<file path="config.mk">
export PLATFORM = sky130hd
export DESIGN_NAME = wake_evt_ctrl
export DESIGN_NICKNAME = d
export VERILOG_FILES = /design/src/rtl/wake_pkg.sv /design/src/rtl/wake_sticky_bit.sv /design/src/rtl/wake_enable_reg.sv /design/src/rtl/wake_evt_ctrl.sv
export SDC_FILE = /design/constraint.sdc
export NUM_CORES = 1
export LEC_CHECK = 0
export CORE_MARGIN = 2
export CORE_UTILIZATION = 22
export CTS_CLUSTER_SIZE = 25
export DETAILED_ROUTE_END_ITERATION = 10
export PLACE_DENSITY = 0.79
export SETUP_SLACK_MARGIN = 0.02
export SLEW_MARGIN = 20
export SYNTH_ARGS = -nofsm -noshare
export SYNTH_HDL_FRONTEND = slang
export SYNTH_SLANG_ARGS = --single-unit
</file>
<file path="constraint.sdc">
create_clock -name clk -period 1 [get_ports clk]
set_clock_uncertainty 0.1 [all_clocks]
set_input_delay 0.2 -clock clk [delete_from_list [all_inputs] [get_ports clk]]
set_output_delay 0.2 -clock clk [all_outputs]
set_load 0.03 [all_outputs]
</file>
<file path="src/rtl/wake_pkg.sv">
package wake_pkg;
    localparam int unsigned REG_W      = 32;
    localparam int unsigned NUM_EVT    = 3;
    localparam int unsigned STAT_LINK  = 0;
    localparam int unsigned STAT_MAGIC = 1;
    localparam int unsigned STAT_FRAME = 2;
    localparam int unsigned EN_LINK    = 8;
    localparam int unsigned EN_MAGIC   = 9;

    typedef struct packed {
        logic magic;
        logic link;
    } wake_en_t;
endpackage

</file>
<file path="src/rtl/wake_sticky_bit.sv">
module wake_sticky_bit (
    input  logic clk,
    input  logic por_n,
    input  logic set_i,
    input  logic clr_i,
    output logic q_o
);
    logic q_d, q_q;

    // set has priority over clear; power-up reset over both
    always_comb begin
        q_d = q_q;
        if (clr_i) q_d = 1'b0;
        if (set_i) q_d = 1'b1;
        if (!por_n) q_d = 1'b0;
    end

    always_ff @(posedge clk) begin
        q_q <= q_d;
    end

    assign q_o = q_q;
endmodule

</file>
<file path="src/rtl/wake_enable_reg.sv">
module wake_enable_reg
    import wake_pkg::*;
(
    input  logic     clk,
    input  logic     por_n,
    input  logic     rst_n,
    input  logic     cfg_pm_en,
    input  logic     cfg_wol_en,
    input  logic     wr_i,
    input  logic     wr_link_i,
    input  logic     wr_magic_i,
    output wake_en_t en_o
);
    wake_en_t en_d, en_q;
    logic     dflt;

    assign dflt = cfg_pm_en & cfg_wol_en;

    always_comb begin
        en_d = en_q;
        if (wr_i) begin
            en_d.link  = wr_link_i;
            en_d.magic = wr_magic_i;
        end
        if (!por_n || !rst_n) begin
            en_d.link  = dflt;
            en_d.magic = dflt;
        end
    end

    always_ff @(posedge clk) begin
        en_q <= en_d;
    end

    assign en_o = en_q;
endmodule

</file>
<file path="src/rtl/wake_evt_ctrl.sv">
module wake_evt_ctrl
    import wake_pkg::*;
(
    input  logic             clk,
    input  logic             por_n,
    input  logic             rst_n,
    input  logic             cfg_pm_en,
    input  logic             cfg_wol_en,
    input  logic             frame_wake_en,
    input  logic             evt_link,
    input  logic             evt_magic,
    input  logic             evt_frame,
    input  logic             reg_wr,
    input  logic [REG_W-1:0] reg_wdata,
    output logic [REG_W-1:0] reg_rdata,
    input  logic             pme_clr,
    output logic             pme_status
);
    logic [NUM_EVT-1:0] evt_vec;
    logic [NUM_EVT-1:0] clr_vec;
    logic [NUM_EVT-1:0] stat_q;
    wake_en_t           en_q;
    logic               pme_set;
    logic               unused_wdata;

    assign evt_vec[STAT_LINK]  = evt_link;
    assign evt_vec[STAT_MAGIC] = evt_magic;
    assign evt_vec[STAT_FRAME] = evt_frame;
    assign clr_vec = reg_wr ? reg_wdata[NUM_EVT-1:0] : '0;
    assign unused_wdata = ^{reg_wdata[REG_W-1:EN_MAGIC+1], reg_wdata[EN_LINK-1:NUM_EVT]};

    for (genvar i = 0; i < NUM_EVT; i++) begin : g_stat
        wake_sticky_bit u_stat (
            .clk   (clk),
            .por_n (por_n),
            .set_i (evt_vec[i]),
            .clr_i (clr_vec[i]),
            .q_o   (stat_q[i])
        );
    end

    wake_enable_reg u_en (
        .clk        (clk),
        .por_n      (por_n),
        .rst_n      (rst_n),
        .cfg_pm_en  (cfg_pm_en),
        .cfg_wol_en (cfg_wol_en),
        .wr_i       (reg_wr),
        .wr_link_i  (reg_wdata[EN_LINK]),
        .wr_magic_i (reg_wdata[EN_MAGIC]),
        .en_o       (en_q)
    );

    assign pme_set = (evt_link & en_q.link) | (evt_magic & en_q.magic)
                   | (evt_frame & frame_wake_en);

    wake_sticky_bit u_pme (
        .clk   (clk),
        .por_n (por_n),
        .set_i (pme_set),
        .clr_i (pme_clr),
        .q_o   (pme_status)
    );

    always_comb begin
        reg_rdata                = '0;
        reg_rdata[NUM_EVT-1:0]   = stat_q;
        reg_rdata[EN_LINK]       = en_q.link;
        reg_rdata[EN_MAGIC]      = en_q.magic;
    end
endmodule

</file>
## Word level (Yosys, flattened, before mapping)

Cells that the tools add are included.

- Input bits: 43
- Output and inout bits: 33
- Bits in registers: 6

- Muxes and demuxes: 11
- Reductions and logical operators: 8
- Bitwise operators: 6

Operators with widths:

| kind | count |
|---|---|
| 2-bit nonzero test | 5 |
| 1-bit 2-to-1 mux | 8 |
| 1-bit bitwise AND | 4 |
| 2-bit 2-to-1 mux | 2 |
| 3-bit 2-to-1 mux | 1 |
| 1-bit logical NOT | 2 |
| 1-bit bitwise OR | 2 |
| 1-bit logical OR | 1 |

## Logic depth before layout (Yosys ltp)

Gate-level depths: netlist (run 1).

- Word-level depth: 4
- Gate-level depth with buffers: 2
- Mapped depth without buffers: 2

## Modules after synthesis

Synthesis (run 1) repeated with hierarchy kept, for this count alone.

- Cells, all modules: 53
- Area, all modules: 504.2 sq um

Modules (own cells, without submodules):

| module | cells an instance | area each (sq um) | instances |
|---|---|---|---|
| wake_evt_ctrl | 33 | 239.0 | 1 |
| wake_sticky_bit | 3 | 41.3 | 4 |
| wake_enable_reg | 8 | 100.1 | 1 |

## Least setup slack after synthesis (run 1)

Ideal clock, no wire load.

- Path type: reg2reg
- Start point: reg u_en.en_o[0] (netlist name)
- End point: reg u_pme.q_q (netlist: u_pme.q_o)
- Slack: -44 ps
- Period minus slack after synthesis: 1044 ps
- Data required time: 776 ps
- Stages on the path, launching flop included: 3
- Arrival: 820 ps
- Library setup time: 124 ps
- Path through: edfxtp_1 -> a22oi_1 -> a31oi_1

- Cells in the longest elaborated chain, start to end: 4
- Elaborated cells between the ends (all ways): 5
- Classes of those cells: 1 x mux; 3 x bitwise; 1 x reduce/logical

Ends and longest elaborated chain:

| item | line | RTL |
|---|---|---|
| 1-bit bitwise AND (*) | wake_evt_ctrl.sv:54 | `assign pme_set = (evt_link & en_q.link) \| (evt_magic & en_q.magic)` |
| 1-bit bitwise OR (*) | wake_evt_ctrl.sv:54 |  |
| 1-bit bitwise OR (*) | wake_evt_ctrl.sv:55 | `\| (evt_frame & frame_wake_en);` |
| 1-bit 2-to-1 mux or 2-bit nonzero test (tied branches) | -- |  |
| end signal: assignment | wake_sticky_bit.sv:19 | `q_q <= q_d;` |
| end: declaration | wake_sticky_bit.sv:8 | `logic q_d, q_q;` |

Mark *: on every way between the ends. The rest lies on a longest branch, timed or not.
A chain may end at the register's enable or synchronous reset.

## Worst setup path after layout (run 1)

- Start point: reg u_en.en_o[0] (netlist name)
- End point: out reg_rdata[8]

RTL lines:

| item | line | RTL |
|---|---|---|
| end: declaration | wake_evt_ctrl.sv:15 | `output logic [REG_W-1:0] reg_rdata,` |

No word-level cell between the ends.

==> impl_metrics.py, run 1 <==
metrics = {
    "die": {
        "core-area_sq_um": 2020,
        "row_count": 16,
        "dieWidth_um": 50.9,
        "dieHeight_um": 50.9,
        "start_util_pct": 23.9,
        "dieArea_sq_um": 2590,
        "io-pin-count": 76,
    },
    "clock_tree": {
        "cts.sinks": 6,
        "cts_tree": "yes",
        "clk_pin_slew_ns": 0.05,
        "postCtsHoldBufs": 0,
        "clk_path_buf_depth": 2,
        "cts-root-buf": "clkbuf_4",
        "htree_levels": 1,
        "cts_made_buffers": 3,
        "clk_latency_ns": 0.25,
    },
    "setup_path": {
        "path_max_fanout": 2,
        "crit_required_ns": 0.70,
        "r2r_slack_ns": -0.06,
        "worstSetupPathType": "reg2out",
        "cp_slowest_cell": "edfxtp_1",
        "crit_path_cell_trace": "buf_6",
        "critPathTopFamily": "flip-flops",
        "start_kind": "flop",
        "path_buf_inv": 1,
        "crit_arrival_ns": 0.83,
        "max_stage_delay_ns": 0.42,
        "cp-end-kind": "primary output",
    },
    "synth": {
        "synth_cell_types": 15,
        "netlist_instances": 54,
        "async_reset_ff_share_pct": 0,
        "synth_edf_count": 2,
        "yosysWarnings": 0,
        "synth_top_area_cell": "buf_4",
        "synth-seq-area-share_pct": 28.9,
        "syn_area_per_cell_sq_um": 8.97,
        "netlist_area_sq_um": 484,
        "ys.flop_type": "dfxtp_1",
        "yosys.area.top_type_share_pct": 46.5,
        "ys_ff_latch": 6,
        "synth.most_common_cell": "buf_4",
        "synth_common_cells": "buf_4, dfxtp_1, a21boi_0, o21a_1",
        "synthTopCellsByArea": "buf_4, dfxtp_1, edfxtp_1, a21boi_0, o21a_1",
    },
    "pwr": {
        "swShare_pct": 37.1,
        "p_per_area_nw_per_um2": 1320,
        "power_frac_seq_pct": 33.9,
        "p_comb_share_pct": 38.7,
        "power.internal_uw": 547,
        "ir_drop_mv": 0.525,
        "clkPwrFrac_pct": 27.4,
        "cellLeakagePower_uw": 0.000322,
        "switching_power_uw": 323,
    },
    "global_route": {
        "grt_antenna_before_repair": 0,
        "grt_pass1_vias": 326,
        "grt_usage_pct": 7.18,
        "overflow": 0,
        "grt_pass1_wl_um": 1260,
        "grt_max_degree": 5,
    },
    "finish": {
        "multi_input_area_sq_um": 218,
        "seq_area_sq_um": 145,
        "syn_to_final_growth_pct": 36.4,
        "diodes": 0,
        "fillers": 218,
        "final_util_pct": 32.7,
        "nets": 122,
        "drive_above_1_share_pct": 23.1,
    },
    "route": {
        "drcViolationCount": 0,
        "first_pass_iters": 1,
        "ant_nets": 0,
        "dr_total_vias": 366,
        "drt_iter0_markers": 0,
        "routed_via_density": 3.49,
        "wl_per_cell_um": 8.79,
        "wirelength_um": 923,
    },
    "sta": {
        "drv_slew": 0,
        "fin_ws_ns": -0.130,
        "rsz0062_at_grt": "true",
        "setup_tns_ns": -0.322,
        "hold_viol": 0,
        "period_share_pct": 113,
        "finalSetupViolCount": 3,
        "fin_crit_ns": 1.13,
        "timing.fmax_mhz": 885,
    },
    "place": {
        "dpl.hpwl_um": 742,
        "finalWeightedCongestion": 0.618,
        "io_buffers": 21,
    },
    "outcome": {
        "violations": "negative setup slack",
        "status": "complete, but fails checks",
    },
    "hold_path": {
        "hold_path_class": "in2reg",
    },
    "run": {
        "maxCapViolations": 0,
    },
}
==> cell usage in the layout (no fill, tap or decap), drive strengths merged <==
master         instances
buf                    9
edfxtp                 2
conb                  27
a22oi                  1
dlygate4sd2            5
and3                   2
a21boi                 3
dfxtp                  4
or2                    1
clkdlybuf4s50         10
inv                    1
clkbuf                 4
a31o                   2
nand2                  2
nand2b                 1
a31oi                  1
o21a                   3
==> metal layers <==
layer	share of wire [%]	GRT usage, %	wire length [um]	vias to the layer above
li1	-	-	-	172
met1	38	5.53	349	158
met2	48	13.0	445	36
met3	14	6.73	128	0
met4	0	1.35	0	0
met5	0	0	0	-
==> path summary, 6_finish.rpt <==
| path | from | end | depth (start not counted) |
|---|---|---|---|
| max reg2reg | u_en.en_o[0] | u_pme.q_o | 3 |
| min | reg_wdata[9] | u_en.en_o[1] | 3 |
| min reg2reg | u_pme.q_o | u_pme.q_o | 2 |
| max | u_en.en_o[0] | reg_rdata[8] | 1 |
==> cells by family after synthesis <==
kind of cell | synth area share, %
other cells | 0.774
buf+inv | 47.3
compound gates | 15.8
simple gates | 7.24
flops | 28.9
==> stage by stage <==
step	instance area, sq um	std cells	worst slack, ns	power, uW	hold WS, ns
final	661	105	-0.130	871	0.366
after global routing	661	105	-0.177	924	0.372
after CTS	661	105	-0.142	885	0.353
after detailed placement	593	99	-0.383	604	0.390
after global placement	593	99	-0.360	601	0.380
after floorplan	582	80	-0.0229	588	0.209
==> state kept, by name, indices dropped and copies added (netlist names) <==
| signal | flops |
|---|---|
| g_stat.u_stat.q_o | 3 |
| u_en.en_o | 2 |
| u_pme.q_o | 1 |
==> what timing repair did <==
| action | CTS | global route |
|---|---|---|
| endpoints found under the setup margin | 12 | 7 |
| gates resized for setup | 16 | 0 |
| buffers inserted | 2 | 0 |
| pin swaps | 1 | 0 |
==> area by class of cell <==
cell class / instances / share of cell area [%]
inverters: 1 / 0.568
repair buffers: 24 / 35.4
flip-flops and latches: 6 / 22.0
clock buffers: 4 / 3.98
well taps: 27 / 5.11
multi-input cells: 43 / 33.0
==> power by group through the flow <==
stage	clock network, uW	logic, uW	registers, uW
floorplan	0	273	315
global placement	0	310	291
detailed placement	0	312	292
CTS	256	336	294
global route	275	353	296
finish	239	337	295
Power figures use the tool's default switching activity.
==> run 2, diff against run 1 <==
- clock period: 1 -> 1.1 ns (I/O delays scaled with it)
==> impl_metrics.py, run 2 (synthesis results as in run 1) <==
metrics = {
    "outcome": {
        "status": "complete, but fails checks",
        "violations": "negative setup slack",
    },
    "sta": {
        "finalSetupViolCount": 2,
        "drv_slew": 0,
        "holdWs_ns": 0.328,
        "fin_crit_ns": 1.15,
        "timing.fmax_mhz": 871,
        "hold_viol": 0,
        "fin_ws_ns": -0.0476,
        "period_share_pct": 104,
        "rsz0062_at_grt": "true",
    },
    "finish": {
        "mostFrequentLayoutCell": "conb_1",
        "diodes": 0,
        "fillers": 222,
        "final_cells": 104,
        "final_util_pct": 31.9,
        "largest_reg_flops": 3,
        "syn_to_final_growth_pct": 33.3,
        "final_cell_area_sq_um": 646,
        "mostFrequentLayoutCells": "conb_1, clkdlybuf4s50_1, buf_6",
        "nets": 121,
        "drive_above_1_share_pct": 15.6,
    },
    "setup_path": {
        "max_stage_delay_ns": 0.42,
        "crit_required_ns": 0.78,
        "rr_worst_depth": 3,
        "cp-end-kind": "primary output",
        "crit_arrival_ns": 0.83,
        "r2r-end": "u_pme.q_o",
        "cp_slowest_cell": "edfxtp_1",
        "path_buf_inv": 1,
        "startpoint": "u_en.en_o[0]",
        "r2r_slack_ns": 0.09,
        "path_max_fanout": 2,
        "start_kind": "flop",
        "r2r_start": "u_en.en_o[1]",
        "path_depth": 1,
        "crit_path_end": "reg_rdata[8]",
        "crit_path_cell_trace": "buf_6",
        "worstSetupPathType": "reg2out",
        "critPathTopFamily": "flip-flops",
    },
    "die": {
        "io-pin-count": 76,
        "dieWidth_um": 50.9,
        "start_util_pct": 23.9,
        "dieArea_sq_um": 2590,
        "dieHeight_um": 50.9,
        "core-area_sq_um": 2020,
        "row_count": 16,
    },
    "clock_tree": {
        "clk_path_buf_depth": 2,
        "clk_latency_ns": 0.25,
        "cts.sinks": 6,
        "cts_made_buffers": 3,
        "cts_tree": "yes",
        "clk_pin_slew_ns": 0.05,
        "cts-root-buf": "clkbuf_4",
        "htree_levels": 1,
    },
    "route": {
        "wl_per_cell_um": 8.23,
        "ant_nets": 0,
        "drt_iter0_markers": 0,
        "first_pass_iters": 1,
        "routed_via_density": 3.47,
        "wirelength_um": 856,
        "dr_total_vias": 361,
        "drcViolationCount": 0,
    },
    "global_route": {
        "overflow": 0,
        "grt_usage_pct": 6.76,
        "grt_pass1_vias": 300,
        "grt_max_degree": 5,
        "grt_pass1_wl_um": 1200,
        "grt_antenna_before_repair": 0,
    },
    "place": {
        "io_buffers": 21,
        "finalWeightedCongestion": 0.594,
        "placed_cell_area_sq_um": 593,
        "placedCellCount": 99,
    },
    "pwr": {
        "p_per_area_nw_per_um2": 1210,
        "ir_drop_mv": 0.546,
        "cellLeakagePower_uw": 0.000320,
    },
    "hold_path": {
        "hold_path_class": "in2reg",
    },
    "run": {
        "maxCapViolations": 0,
    },
}
==> run 2: cell types whose count changed in the layout (fill, tap and decap cells not counted) <==
| cell | delta |
|---|---|
| dlymetal6s2s_1 | +1 |
| a22oi_1 | +1 |
| dfxtp_2 | -4 |
| dfxtp_1 | +4 |
| clkdlybuf4s50_1 | +2 |
| dlygate4sd2_1 | -3 |
| a22oi_2 | -1 |
| buf_6 | -1 |
==> run 2: worst min-delay path by stage <==
stage               startpoint            to  slack, ns  cells past startpoint
global route            reg_wr  u_en.en_o[0]       0.37                      2
finish                  reg_wr  u_en.en_o[0]       0.33                      2
CTS                  u_pme.q_o     u_pme.q_o       0.38                      2
detailed placement   u_pme.q_o     u_pme.q_o       0.38                      2
floorplan                por_n     u_pme.q_o       0.23                      2
global placement     u_pme.q_o     u_pme.q_o       0.36                      2
==> run 2: area by class of cell <==
type	count	area, sq um	area share [%]
Multi-Input combinational cell	43	213	32.9
Sequential cell	6	140	21.7
Tap cell	27	33.8	5.23
Timing Repair Buffer	23	229	35.5
Clock buffer	4	26.3	4.07
Inverter	1	3.75	0.581
==> run 2: metal layers <==
layer  GRT usage [%]  vias up  wire length, um
li1                -      168                -
met1            5.72      161              305
met2            11.3       32              423
met3            5.85        0              127
met4            2.70        0                0
met5               0        -                0
==> run 2: metrics by stage <==
| stage | setup slack, ns | power [uW] | setup TNS, ns |
|---|---|---|---|
| 5_1_grt | -0.0826 | 826 | -0.161 |
| 6_report | -0.0476 | 783 | -0.0885 |
| 2_1_floorplan | 0.0563 | 535 | 0 |
| 3_3_place_gp | -0.280 | 546 | -1.69 |
| 4_1_cts | -0.0612 | 781 | -0.115 |
| 3_5_place_dp | -0.326 | 549 | -1.92 |
==> run 2: power by group <==
part | switching, uW | leakage [uW] | total, uW | internal [uW]
registers | 13.2 | 0.0000554 | 264 | 251
logic | 195 | 0.000250 | 297 | 102
clock network | 84.2 | 0.0000150 | 222 | 138
total | 292 | 0.000320 | 783 | 491
==> run 2: what timing repair did <==
action / in CTS / in global routing
gates resized for setup: 4 / 4
endpoints found under the setup margin: 6 / 7
hold buffers: 0 / 0
buffers inserted: 0 / 1
pin swaps: 0 / 0
